[src/rtl/tile_diag_pkg.sv]
package tile_diag_pkg;
  localparam int unsigned N_CELL = 4;
  localparam int unsigned IDX_W  = 2;

  typedef enum logic [1:0] {
    ST_IDLE,
    ST_RUN,
    ST_FLUSH,
    ST_FIN
  } seq_state_e;

  // cell holding a role offset from the generator in a session
  function automatic logic [IDX_W-1:0] cell_at(input logic [IDX_W-1:0] sess,
                                               input logic [IDX_W-1:0] off);
    return sess + off;
  endfunction
endpackage

[src/rtl/tile_cell.sv]
module tile_cell #(
  parameter int unsigned               N_IN     = 3,
  parameter logic [(1<<N_IN)-1:0]      LUT_INIT = '0
) (
  input  logic [N_IN-1:0] cnt_i,
  input  logic [N_IN-1:0] x_i,
  input  logic            a_i,
  input  logic            b_i,
  input  logic            stuck_en_i,
  input  logic            stuck_val_i,
  output logic [N_IN-1:0] pat_o,
  output logic            lut_o,
  output logic            cmp_o
);
  // a stuck output forces every role's output
  always_comb begin
    pat_o = stuck_en_i ? {N_IN{stuck_val_i}} : cnt_i;
    lut_o = stuck_en_i ? stuck_val_i : LUT_INIT[x_i];
    cmp_o = stuck_en_i ? stuck_val_i : (a_i ^ b_i);
  end
endmodule

[src/rtl/tile_seq.sv]
module tile_seq
  import tile_diag_pkg::*;
#(
  parameter int unsigned N_IN = 3
) (
  input  logic             clk_i,
  input  logic             rst_ni,
  input  logic             start_i,
  input  logic             mm_i,
  output logic [IDX_W-1:0] sess_o,
  output logic [N_IN-1:0]  vec_o,
  output logic             fin_o,
  output logic [N_CELL-1:0] fail_o
);
  localparam logic [N_IN-1:0]  VEC_LAST  = N_IN'((1 << N_IN) - 1);
  localparam logic [IDX_W-1:0] SESS_LAST = IDX_W'(N_CELL - 1);

  seq_state_e        state_q;
  logic [IDX_W-1:0]  sess_q;
  logic [N_IN-1:0]   vec_q;
  logic              mm_q, mm_vld_q;
  logic [N_CELL-1:0] fail_q;

  always_ff @(posedge clk_i or negedge rst_ni) begin
    if (!rst_ni) begin
      state_q  <= ST_IDLE;
      sess_q   <= '0;
      vec_q    <= '0;
      mm_q     <= 1'b0;
      mm_vld_q <= 1'b0;
      fail_q   <= '0;
    end else begin
      mm_q     <= mm_i;
      mm_vld_q <= (state_q == ST_RUN);
      if (mm_vld_q && mm_q) fail_q[sess_q] <= 1'b1;
      unique case (state_q)
        ST_IDLE: if (start_i) begin
          state_q <= ST_RUN;
          sess_q  <= '0;
          vec_q   <= '0;
          fail_q  <= '0;
        end
        ST_RUN: begin
          vec_q <= vec_q + 1'b1;
          if (vec_q == VEC_LAST) state_q <= ST_FLUSH;
        end
        ST_FLUSH: begin
          if (sess_q == SESS_LAST) begin
            state_q <= ST_FIN;
          end else begin
            state_q <= ST_RUN;
            sess_q  <= sess_q + 1'b1;
            vec_q   <= '0;
          end
        end
        ST_FIN: state_q <= ST_IDLE;
        default: state_q <= ST_IDLE;
      endcase
    end
  end

  assign sess_o = sess_q;
  assign vec_o  = vec_q;
  assign fin_o  = (state_q == ST_FIN);
  assign fail_o = fail_q;

  p_flush_after_last_r2: assert property (@(posedge clk_i) disable iff (!rst_ni)
    (state_q == ST_RUN && vec_q == VEC_LAST) |=> state_q == ST_FLUSH);

  p_run_not_restarted_r8: assert property (@(posedge clk_i) disable iff (!rst_ni)
    (state_q == ST_RUN && vec_q != VEC_LAST) |=>
      (state_q == ST_RUN && vec_q == $past(vec_q) + 1'b1 && sess_q == $past(sess_q)));

  p_sess_advance_r1: assert property (@(posedge clk_i) disable iff (!rst_ni)
    (state_q == ST_FLUSH && sess_q != SESS_LAST) |=> sess_q == $past(sess_q) + 1'b1);
endmodule

[src/rtl/tile_decode.sv]
module tile_decode
  import tile_diag_pkg::*;
(
  input  logic [N_CELL-1:0] fail_i,
  output logic              none_o,
  output logic              valid_o,
  output logic [IDX_W-1:0]  idx_o,
  output logic              undiag_o
);
  logic [N_CELL-1:0] hit;

  for (genvar c = 0; c < N_CELL; c++) begin : g_sig
    localparam int unsigned T0 = (c + N_CELL - 1) % N_CELL;
    localparam int unsigned T1 = (c + N_CELL - 2) % N_CELL;
    // evaluated twice and failing both, generator session clean
    assign hit[c] = fail_i[T0] & fail_i[T1] & ~fail_i[c];
  end

  always_comb begin
    idx_o = '0;
    for (int c = 0; c < N_CELL; c++) begin
      if (hit[c]) idx_o = IDX_W'(c);
    end
    none_o   = (fail_i == '0);
    valid_o  = |hit;
    undiag_o = ~none_o & ~valid_o;
  end

  always_comb begin
    p_unique_sig_r5: assert ($onehot0(hit));
  end
endmodule

[src/rtl/tile_selftest_diag.sv]
module tile_selftest_diag
  import tile_diag_pkg::*;
#(
  parameter int unsigned          N_IN     = 3,
  parameter logic [(1<<N_IN)-1:0] LUT_INIT = 8'h96
) (
  input  logic              clk_i,
  input  logic              rst_ni,
  input  logic              start_i,
  input  logic [N_CELL-1:0] stuck_en_i,
  input  logic [N_CELL-1:0] stuck_val_i,
  output logic              done_o,
  output logic              fault_valid_o,
  output logic [IDX_W-1:0]  fault_idx_o,
  output logic              no_fault_o,
  output logic              undiag_o,
  output logic [N_CELL-1:0] sess_fail_o
);
  logic [IDX_W-1:0]  sess;
  logic [N_IN-1:0]   vec;
  logic              fin;
  logic [N_CELL-1:0] fail;
  logic [IDX_W-1:0]  gen_idx, cut0_idx, cut1_idx, cmp_idx;
  logic [N_IN-1:0]   pat [N_CELL];
  logic              lut_b [N_CELL];
  logic              cmp_b [N_CELL];
  logic [N_IN-1:0]   pattern;
  logic              mm;
  logic              dec_none, dec_valid, dec_undiag;
  logic [IDX_W-1:0]  dec_idx;

  assign gen_idx  = cell_at(sess, 2'd0);
  assign cut0_idx = cell_at(sess, 2'd1);
  assign cut1_idx = cell_at(sess, 2'd2);
  assign cmp_idx  = cell_at(sess, 2'd3);

  assign pattern = pat[gen_idx];
  assign mm      = cmp_b[cmp_idx];

  for (genvar c = 0; c < N_CELL; c++) begin : g_cell
    tile_cell #(.N_IN(N_IN), .LUT_INIT(LUT_INIT)) u_cell (
      .cnt_i      (vec),
      .x_i        (pattern),
      .a_i        (lut_b[cut0_idx]),
      .b_i        (lut_b[cut1_idx]),
      .stuck_en_i (stuck_en_i[c]),
      .stuck_val_i(stuck_val_i[c]),
      .pat_o      (pat[c]),
      .lut_o      (lut_b[c]),
      .cmp_o      (cmp_b[c])
    );
  end

  tile_seq #(.N_IN(N_IN)) u_seq (
    .clk_i  (clk_i),
    .rst_ni (rst_ni),
    .start_i(start_i),
    .mm_i   (mm),
    .sess_o (sess),
    .vec_o  (vec),
    .fin_o  (fin),
    .fail_o (fail)
  );

  tile_decode u_dec (
    .fail_i  (fail),
    .none_o  (dec_none),
    .valid_o (dec_valid),
    .idx_o   (dec_idx),
    .undiag_o(dec_undiag)
  );

  always_ff @(posedge clk_i or negedge rst_ni) begin
    if (!rst_ni) begin
      done_o        <= 1'b0;
      fault_valid_o <= 1'b0;
      fault_idx_o   <= '0;
      no_fault_o    <= 1'b0;
      undiag_o      <= 1'b0;
      sess_fail_o   <= '0;
    end else begin
      done_o <= fin;
      if (fin) begin
        fault_valid_o <= dec_valid;
        fault_idx_o   <= dec_idx;
        no_fault_o    <= dec_none;
        undiag_o      <= dec_undiag;
        sess_fail_o   <= fail;
      end
    end
  end

  p_done_pulse_r7: assert property (@(posedge clk_i) disable iff (!rst_ni)
    done_o |=> !done_o);

  p_one_verdict_r6: assert property (@(posedge clk_i) disable iff (!rst_ni)
    done_o |-> $countones({no_fault_o, fault_valid_o, undiag_o}) == 1);

  p_hold_r10: assert property (@(posedge clk_i) disable iff (!rst_ni)
    !done_o |-> $stable({no_fault_o, fault_valid_o, undiag_o, fault_idx_o, sess_fail_o}));

  p_clean_verdict_r4: assert property (@(posedge clk_i) disable iff (!rst_ni)
    (done_o && sess_fail_o == '0) |-> no_fault_o);
endmodule

[config.mk]
export PLATFORM = sky130hd
export DESIGN_NAME = tile_selftest_diag
export DESIGN_NICKNAME = d
export VERILOG_FILES = /design/src/rtl/tile_diag_pkg.sv /design/src/rtl/tile_cell.sv /design/src/rtl/tile_seq.sv /design/src/rtl/tile_decode.sv /design/src/rtl/tile_selftest_diag.sv
export SDC_FILE = /design/constraint.sdc
export NUM_CORES = 1
export LEC_CHECK = 0
export BUFFER_PORTS_ARGS = -buffer_cell sky130_fd_sc_hd__buf_2
export CORE_ASPECT_RATIO = 1.2
export CORE_UTILIZATION = 30
export CTS_CLUSTER_DIAMETER = 100
export DETAILED_ROUTE_END_ITERATION = 12
export PLACE_DENSITY = 0.55
export SLEW_MARGIN = 30
export SYNTH_ARGS = -nofsm -noshare
export SYNTH_HDL_FRONTEND = slang
export SYNTH_HIERARCHICAL = 1
export SYNTH_SLANG_ARGS = --single-unit
export TNS_END_PERCENT = 30
[constraint.sdc]
create_clock -name clk_i -period 3.8 [get_ports clk_i]
set_input_delay 0.19 -clock clk_i [delete_from_list [all_inputs] [get_ports clk_i]]
set_output_delay 0.19 -clock clk_i [all_outputs]
set_load 0.005 [all_outputs]
==> flow_results.org, run 1 <==
** Outcome
- The run finished with clean final reports.

** Floorplanning
- The core region is 4970 sq um.
- Placement Rows :: 28
- Number of placed I/O pins :: 21
- Starting utilization of the core area :: 31.4%
- The die covers 5500 sq um.
- From bottom edge to top edge, the die measures 81.0 um.
- Die width :: 67.9 um

** Cells and area
- The library cells used most frequently in the layout, excluding fill and tap cells, are dfrtp_1 (23), buf_2 (20), o21ai_0 (17).
- Area growth from synthesis to final layout :: 12.6%
- Leaving out fill and tap cells, the most frequent cell in the layout is dfrtp_1.
- Fraction of the core area covered by cells at the end of the flow :: 35.3%
- The post-route netlist has 26.7% of its cells at a drive strength greater than 1.
- At the end of the flow, the number of nets in the layout was 183.
- Area of combinational cells with multiple inputs :: 885 sq um
- 0 antenna diodes ended up in the layout.
- Final instance count without filler cells :: 225
- Post-Layout Inst Area :: 1760 sq um
- Count of fill cells added during filler insertion :: 526
- Sequential Area :: 576 sq um

** Synthesis
- Synthesis instantiated 37 different standard cells from the library.
- Post-synthesis sequential area ratio :: 36.9%
- Yosys printed 6 warnings.
- The synthesized design contains 23 register bits.
- After synthesis the cells add up to 1560 sq um.
- The number of nets in the synthesized netlist is 162.
- Synthesis produced 145 cells.
- Mean post-synth cell area :: 10.8 sq um

** Global routing
- Global routing consumed, over all layers together, 12.6% of the routing resources.
- The number of antenna violations at the first check in global routing came to 0.
- Vias in the first global route :: 1,117
- The first global-routing pass estimated 5260 um of wire.
- After global routing the overflow that remains totals 0.
- Entering global routing, the biggest net connects 24 pins.

** STA
- After layout, the minimum clock period comes to 3050 ps.
- Fin Setup TNS :: 0 ps
- Pin slew with the least headroom to its limit :: 580 ps
- The final number of hold-violating endpoints is 0.
- Highest Clock Rate :: 328 MHz
- Dividing the final minimum period by the clock period gives 80.4%.
- Worst Slack Setup Final :: 747 ps
- In this run the tightest slew margin relative to its limit is 61.3%.
- Setup repair after global routing left no endpoint under its margin.
- Max Clock Skew :: 1.02 ps
- Slew Limit Fails :: 0
- Post-Route Hold Slack :: 292 ps
- Setup violations remaining at the end of the flow were counted as 0.

** Placed design
- Before CTS, the worst setup slack after placement is 735 ps.
- Half-perimeter wire length after detailed placement :: 2210 um
- Input and output buffers added on the ports amount to 20.
- Counting tap cells, the placed design contains a total of 220 instances.
- Total placed instance area :: 1700 sq um
- Routability-driven placement finished with a final weighted congestion of 0.745.

** Clock tree
- No sink is reached through more buffers than the 2 on the longest clock path.
- CTS Root Buffer Type :: clkbuf_8
- Clock tree from TritonCTS :: done
- After clock tree synthesis, the setup repair step added 0 buffers.
- Counting the buffers created by CTS gives 3.
- Clk slew on worst S/H paths :: 80 ps
- Clock latency on the worst-skew pair, taken at its later pin, is 260 ps.
- # H-tree levels :: 1
- Sink count of the clock tree :: 23

** Drt
- Count of vias placed by the detailed router :: 1,137
- Remaining routing DRC violations :: 0
- Number of vias per cell :: 5.05
- Avg WL per Cell :: 13.4 um
- The first detailed-routing pass took 4 iterations.
- After detailed routing, the total wire length is 3010 um.
- In this run, the number of DRC markers left after iteration 0 of detailed routing was 49.
- Final antenna-violating net count :: 0

** Job
- Max-cap violations in this run came to 0.

** Power
- Largest voltage drop on the vdd net :: 0.000375 V
- PnR Total Power :: 1.32 mW
- In this run the static leakage power is 0.794 nW.
- Power spread over the standard cell area amounts to 751 nW/um^2.

** Worst setup path
- Along the worst path, the maximum fanout reaches 8.
- Category of the critical setup timing path :: reg -> reg
- Arrival time at the worst endpoint :: 3190 ps
- STA classifies the critical path startpoint as a register.
- STA classifies the critical path endpoint as a register.
- For the worst setup path, the data required time is 3940 ps.

** Min path
- In this run the worst hold path is classified as in -> reg.
-- synthesized netlist by cell type, drive strengths merged --
master | number | area, sq um
dfrtp | 23 | 576
and3 | 3 | 23.8
o21ai | 22 | 114
xnor2 | 4 | 35.0
mux2 | 9 | 101
buf | 4 | 32.5
clkbuf | 2 | 8.75
nor4b | 1 | 8.76
mux2i | 3 | 30.0
nor4 | 1 | 6.26
nor2b | 1 | 6.26
o21bai | 1 | 7.51
o22ai | 1 | 6.26
o211ai | 3 | 22.5
a211o | 2 | 17.5
nor3b | 1 | 12.5
mux4 | 6 | 135
o2bb2ai | 1 | 8.76
ha | 6 | 75.1
inv | 16 | 60.1
or4b | 3 | 30.0
o31ai | 1 | 7.51
nand3 | 4 | 25.0
xnor3 | 4 | 90.1
nor2 | 6 | 22.5
nand2 | 8 | 30.0
and2 | 2 | 12.5
a211oi | 1 | 12.5
nor4bb | 1 | 10.0
xor2 | 1 | 8.76
a31oi | 4 | 25.0
-- layer usage --
layer / routed length, um / GRT usage (%) / vias to the layer above / part of all wire, %
met5: 0 / 0 / - / 0
met4: 19 / 4.38 / 0 / 0.63
met3: 83 / 1.26 / 2 / 2.8
met2: 1530 / 21.4 / 22 / 51
met1: 1380 / 16.3 / 549 / 46
li1: - / - / 564 / -
-- worst paths after layout --
path                       cells after the start                           end  slack (ps)                       start
setup / recovery                               9          u_seq/mm_q$_DFF_PN0_         750  u_seq/vec_o[1]$_DFFE_PN0P_
hold / removal                                 3    u_seq/vec_o[0]$_DFFE_PN0P_         290                     start_i
setup reg to reg                               9          u_seq/mm_q$_DFF_PN0_         750  u_seq/vec_o[1]$_DFFE_PN0P_
hold reg to reg                                1          undiag_o$_DFFE_PN0P_         500        undiag_o$_DFFE_PN0P_
max in group asynchronous                      2  u_seq/state_q[1]$_DFFE_PN0P_        3020                      rst_ni
min in group asynchronous                      2     fault_valid_o$_DFFE_PN0P_         430                      rst_ni
-- worst max-delay path, cell delays in order (launching register included) --
cell and delay (ps):
dfrtp_1 460, inv_1 80, o21ai_0 80, mux4_2 530, xnor3_1 390, o21ai_1 70
mux4_2 550, xnor2_1 200, o21ai_0 120, mux4_2 460
-- final cells by class --
cell class	count	share of cell area, %
flip-flops and latches	23	32.7
inverters	16	3.42
multi-input cells	100	50.3
well taps	60	4.27
repair buffers	22	6.69
clock buffers	4	2.56
-- power breakdown --
group	internal [mW]	switching (mW)	leakage (nW)
registers	0.343	0.137	0.283
clock network	0.0747	0.0761	0.0228
logic	0.414	0.276	0.488
-- what timing repair did --
action,CTS,global route
gates resized for setup,0,0
endpoints found under the hold margin,23,0
hold buffers,1,0
-- flip-flops by register name, indices dropped and copies added, names as in the netlist --
name and cells:
sess_fail_o 4, u_seq/fail_o 4, u_seq/vec_o 3, fault_idx_o 2, u_seq/sess_o 2, u_seq/state_q 2
done_o 1, fault_valid_o 1, no_fault_o 1, u_seq/mm_q 1, u_seq/mm_vld_q 1, undiag_o 1
-- kinds of logic after synthesis --
kind of cell | after synthesis | synth area share, %
flops | 23 | 36.9
fa+ha+maj | 6 | 4.81
mux | 18 | 17.1
xor+xnor | 9 | 8.57
compound gates | 36 | 14.2
buf+inv | 22 | 6.49
simple gates | 31 | 12.0
Power figures use the tool's default switching activity.
==> inputs of run 2 (changes only) <==
clock period = 3 ns   (was 3.8 ns; I/O delays follow)
==> run 2 against run 1 <==
  * Wire length grew 1.5%
  * Clock power grew 25%
  * Count of clock-buffer cells in the layout shrank 1
  * Critical endpoint unchanged
  * Final cell count grew 3.1%
  * Critical path type unchanged
  * Clock skew grew 5.2 ps
  * Die area is the same
  * Cell area grew 3.6%
  * Highest routed layer unchanged
  * Critical path depth is the same
  * Combinational power grew 37%
==> flow_results.org, run 2 (synthesized netlist as in run 1, its figures left out) <==
** Worst setup path
- Category of the critical setup timing path :: reg -> reg (unchanged)
- Worst r2r src :: u_seq/vec_o[1]$_DFFE_PN0P_ (unchanged)
- The reg-to-reg setup timing slack is 2 ps (was 750 ps).
- The number of buffer and inverter instances along the worst setup path is 1 (unchanged).
- The required time at the worst-slack endpoint was 3130 ps (was 3940 ps).
- Library cell appearing most often on the critical path :: mux4_2 (unchanged)
- Cell-by-cell trace of the critical path :: inv_1, o21ai_0, mux4_2, xnor3_1, o21ai_1, mux4_2, xnor2_2, o21ai_0, mux4_2 (was inv_1, o21ai_0, mux4_2, xnor3_1, o21ai_1, mux4_2, xnor2_1, o21ai_0, mux4_2)
- The type of element launching the critical path is a register (unchanged).
- The peak per-stage delay on the critical path was 560 ps (was 550 ps).
- The number of cells on the worst reg-to-reg path came to 9 (unchanged).
- The biggest fanout along the worst timing path was 5 (was 8).
- The endpoint class of the critical path is a register (unchanged).
- The count of cell instances traversed by the critical path was 9 (unchanged).
- Cell with the largest stage delay on the worst path :: mux4_2 (unchanged)
- Category of cells accounting for the largest share of critical-path delay :: multiplexers (unchanged)
- The endpoint of the most critical register-to-register path is u_seq/mm_q$_DFF_PN0_ (unchanged).
- Arrival time at the worst endpoint :: 3130 ps (was 3190 ps)

** Power
- The maximum VDD drop was 0.000381 V (was 0.000375 V).
- Part of the power in registers :: 34.3% (was 36.3%)
- Power Density :: 948 nW/um^2 (was 751 nW/um^2)
- The portion of total power attributed to combinational logic is 54.8% (was 52.3%).
- Internal power component :: 1.09 mW (was 0.831 mW)
- The switching portion of total power was 36.8% (was 37.0%).
- The net switching power figure is 0.635 mW (was 0.489 mW).
- Static leakage power :: 0.834 nW (was 0.794 nW)
- The clock share of power came to 10.9% (was 11.4%).
- PnR Total Power :: 1.73 mW (was 1.32 mW)

** STA
- The max-slew violation total from the final report was 0 (unchanged).
- The clock period minus final worst setup slack was 3000 ps (was 3050 ps).
- The worst hold slack came to 238 ps (was 292 ps).
- Setup repair after global routing missed its margin: yes (was no).
- The ratio of final minimum period to clock period was 99.9% (was 80.4%).
- Highest Clock Rate :: 334 MHz (was 328 MHz)
- The final number of hold-violating endpoints was 0 (unchanged).
- The worst slew slack as a fraction of its limit is 62.2% (was 61.3%).
- Final setup vio count :: 0 (unchanged)
- The setup clock skew after layout is 6.24 ps (was 1.02 ps).
- The measured slew at the worst slew-check pin is 567 ps (was 580 ps).

** Clock tree
- The buffer cell driving the clock tree root was clkbuf_8 (unchanged).
- The TritonCTS buffer count was 3 (unchanged).
- The clock tree buffer depth came to 2 (unchanged).
- Clock tree from TritonCTS :: done (unchanged)
- The number of H-tree levels was 1 (unchanged).
- The count of clock tree sinks is 23 (unchanged).
- Clk slew on worst S/H paths :: 80 ps (about the same)
- Skew-Pair Late Insertion Delay :: 260 ps (about the same)
- The post-CTS setup repair buffer count was 0 (unchanged).

** Job
- Number of max-cap violations :: 0 (unchanged)

** Drt
- The average via count per standard cell was 5.03 (was 5.05).
- The number of iterations in the first detailed-routing pass was 4 (unchanged).
- The routed via count was 1,166 (was 1,137).
- Count of routing violations after the opening detailed-route iteration :: 63 (was 49)
- The post-route DRC violation count is 0 (unchanged).
- Avg WL per Cell :: 13.2 um (was 13.4 um)
- WL final :: 3060 um (was 3010 um)
- Final antenna-violating net count :: 0 (unchanged)

** Floorplanning
- Starting utilization of the core area :: 31.4% (unchanged)
- The number of top-level pins came to 21 (unchanged).
- The number of placement rows is 28 (unchanged).
- Die width :: 67.9 um (unchanged)
- The height of the chip came to 81.0 um (unchanged).
- Floorplan Core Area :: 4970 sq um (unchanged)
- Die area :: 5500 sq um (unchanged)

** Global routing
- Vias in the first global route :: 1,116 (was 1,117)
- Total global routing track utilization :: 12.1% (was 12.6%)
- Global-route wire length before repair :: 5070 um (was 5260 um)
- The largest net degree at the start of global routing was 24 (unchanged).
- Initial antenna violation count :: 0 (unchanged)
- The total congestion overflow was 0 (unchanged).

** Cells and area
- Commonest cells after routing, fill and taps aside :: dfrtp_1 (22), buf_2 (20), inv_1 (16), o21ai_0 (16), mux2_2 (9) (was dfrtp_1 (23), buf_2 (20), o21ai_0 (17))
- Fraction of the core area covered by cells at the end of the flow :: 36.6% (was 35.3%)
- Final instance count without filler cells :: 232 (was 225)
- The post-layout net count was 190 (was 183).
- Commonest non-fill, non-tap cell in the layout :: dfrtp_1 (unchanged)
- Count of fill cells added during filler insertion :: 503 (was 526)
- The area growth from synthesis to layout was 16.6% (was 12.6%).
- Post-Layout Inst Area :: 1820 sq um (was 1760 sq um)
- Fraction of final layout cells with drive strength greater than 1 :: 31.4% (was 26.7%)
- Number of diodes added for antenna fixing :: 0 (unchanged)

** Placed design
- The count of port buffers added during placement was 20 (unchanged).
- Cell Count Post-Placement :: 227 (was 220)
- The post-detailed-placement half-perimeter wirelength came to 2280 um (was 2210 um).
- The final RePlAce weighted congestion was 0.727 (was 0.745).
- Total placed instance area :: 1760 sq um (was 1700 sq um)

** Min path
- Hold Path Origin :: start_i (unchanged)
- Hold Crit Endpoint :: u_seq/vec_o[0]$_DFFE_PN0P_ (unchanged)
- The type of the most critical hold path is in -> reg (unchanged).
- The number of stages on the worst hold path came to 3 (unchanged).

** Outcome
- Outcome: finished clean (unchanged).
-- run 2: changes by cell type in the layout (fill, tap and decap cells not counted) --
cell / before / now
xnor2_2: 0 / 1
clkinv_2: 0 / 1
clkbuf_1: 1 / 0
buf_4: 1 / 8
o21ai_0: 17 / 16
xnor2_1: 4 / 3
o21ai_1: 4 / 5
dfrtp_2: 0 / 1
dfrtp_1: 23 / 22
-- run 2: per-stage QoR --
| stage | worst slack, ps | setup TNS [ps] |
|---|---|---|
| after floorplan | 111 | 0 |
| after global placement | 61.0 | 0 |
| after detailed placement | 35.1 | 0 |
| after CTS | 15.9 | 0 |
| after global routing | -127 | -127 |
| final | 2.37 | 0 |
-- run 2: how the worst max path moves through the flow --
stage	startpoint	end
floorplan	u_seq/sess_o[0]$_DFFE_PN0P_	u_seq/mm_q$_DFF_PN0_
detailed placement	u_seq/vec_o[1]$_DFFE_PN0P_	u_seq/mm_q$_DFF_PN0_
global route	u_seq/vec_o[1]$_DFFE_PN0P_	u_seq/mm_q$_DFF_PN0_
finish	u_seq/vec_o[1]$_DFFE_PN0P_	u_seq/mm_q$_DFF_PN0_
CTS	u_seq/vec_o[0]$_DFFE_PN0P_	u_seq/mm_q$_DFF_PN0_
global placement	stuck_en_i[0]	u_seq/mm_q$_DFF_PN0_
-- run 2: final cells by class --
cell class	instances	area, sq um	area share, %
well taps	60	75.1	4.12
clock inverters	1	5.00	0.275
flip-flops and latches	23	577	31.7
clock buffers	3	41.3	2.27
multi-input cells	100	892	49.0
repair buffers	29	170	9.35
inverters	16	60.1	3.30
-- run 2: what timing repair did --
| action | CTS | global route |
|---|---|---|
| hold buffers | 1 | 0 |
| gates resized for setup | 0 | 3 |
| hold endpoints to repair | 23 | 0 |
| setup endpoints to repair | 0 | 1 |
-- run 2: power by group through the flow --
stage | sequential (mW) | clock, mW | combinational [mW]
after floorplan | 0.561 | 0 | 0.750
after global placement | 0.598 | 0 | 0.910
after detailed placement | 0.599 | 0 | 0.926
after CTS | 0.593 | 0.198 | 0.931
after global routing | 0.622 | 0.213 | 1.05
final | 0.592 | 0.188 | 0.945
-- run 2: layer usage --
layer	wire [um]	track usage, %	share of wire, %
met3	101	0.843	3.3
met4	19	3.75	0.62
met5	0	0	0
met2	1520	22.2	50
met1	1410	14.7	46
-- run 2: worst reg2reg max path, stage by stage (launching register included) --
cell and delay [ps]:
dfrtp_1 430, inv_1 60, o21ai_0 80, mux4_2 510
xnor3_1 400, o21ai_1 70, mux4_2 560, xnor2_2 180
o21ai_0 100, mux4_2 470
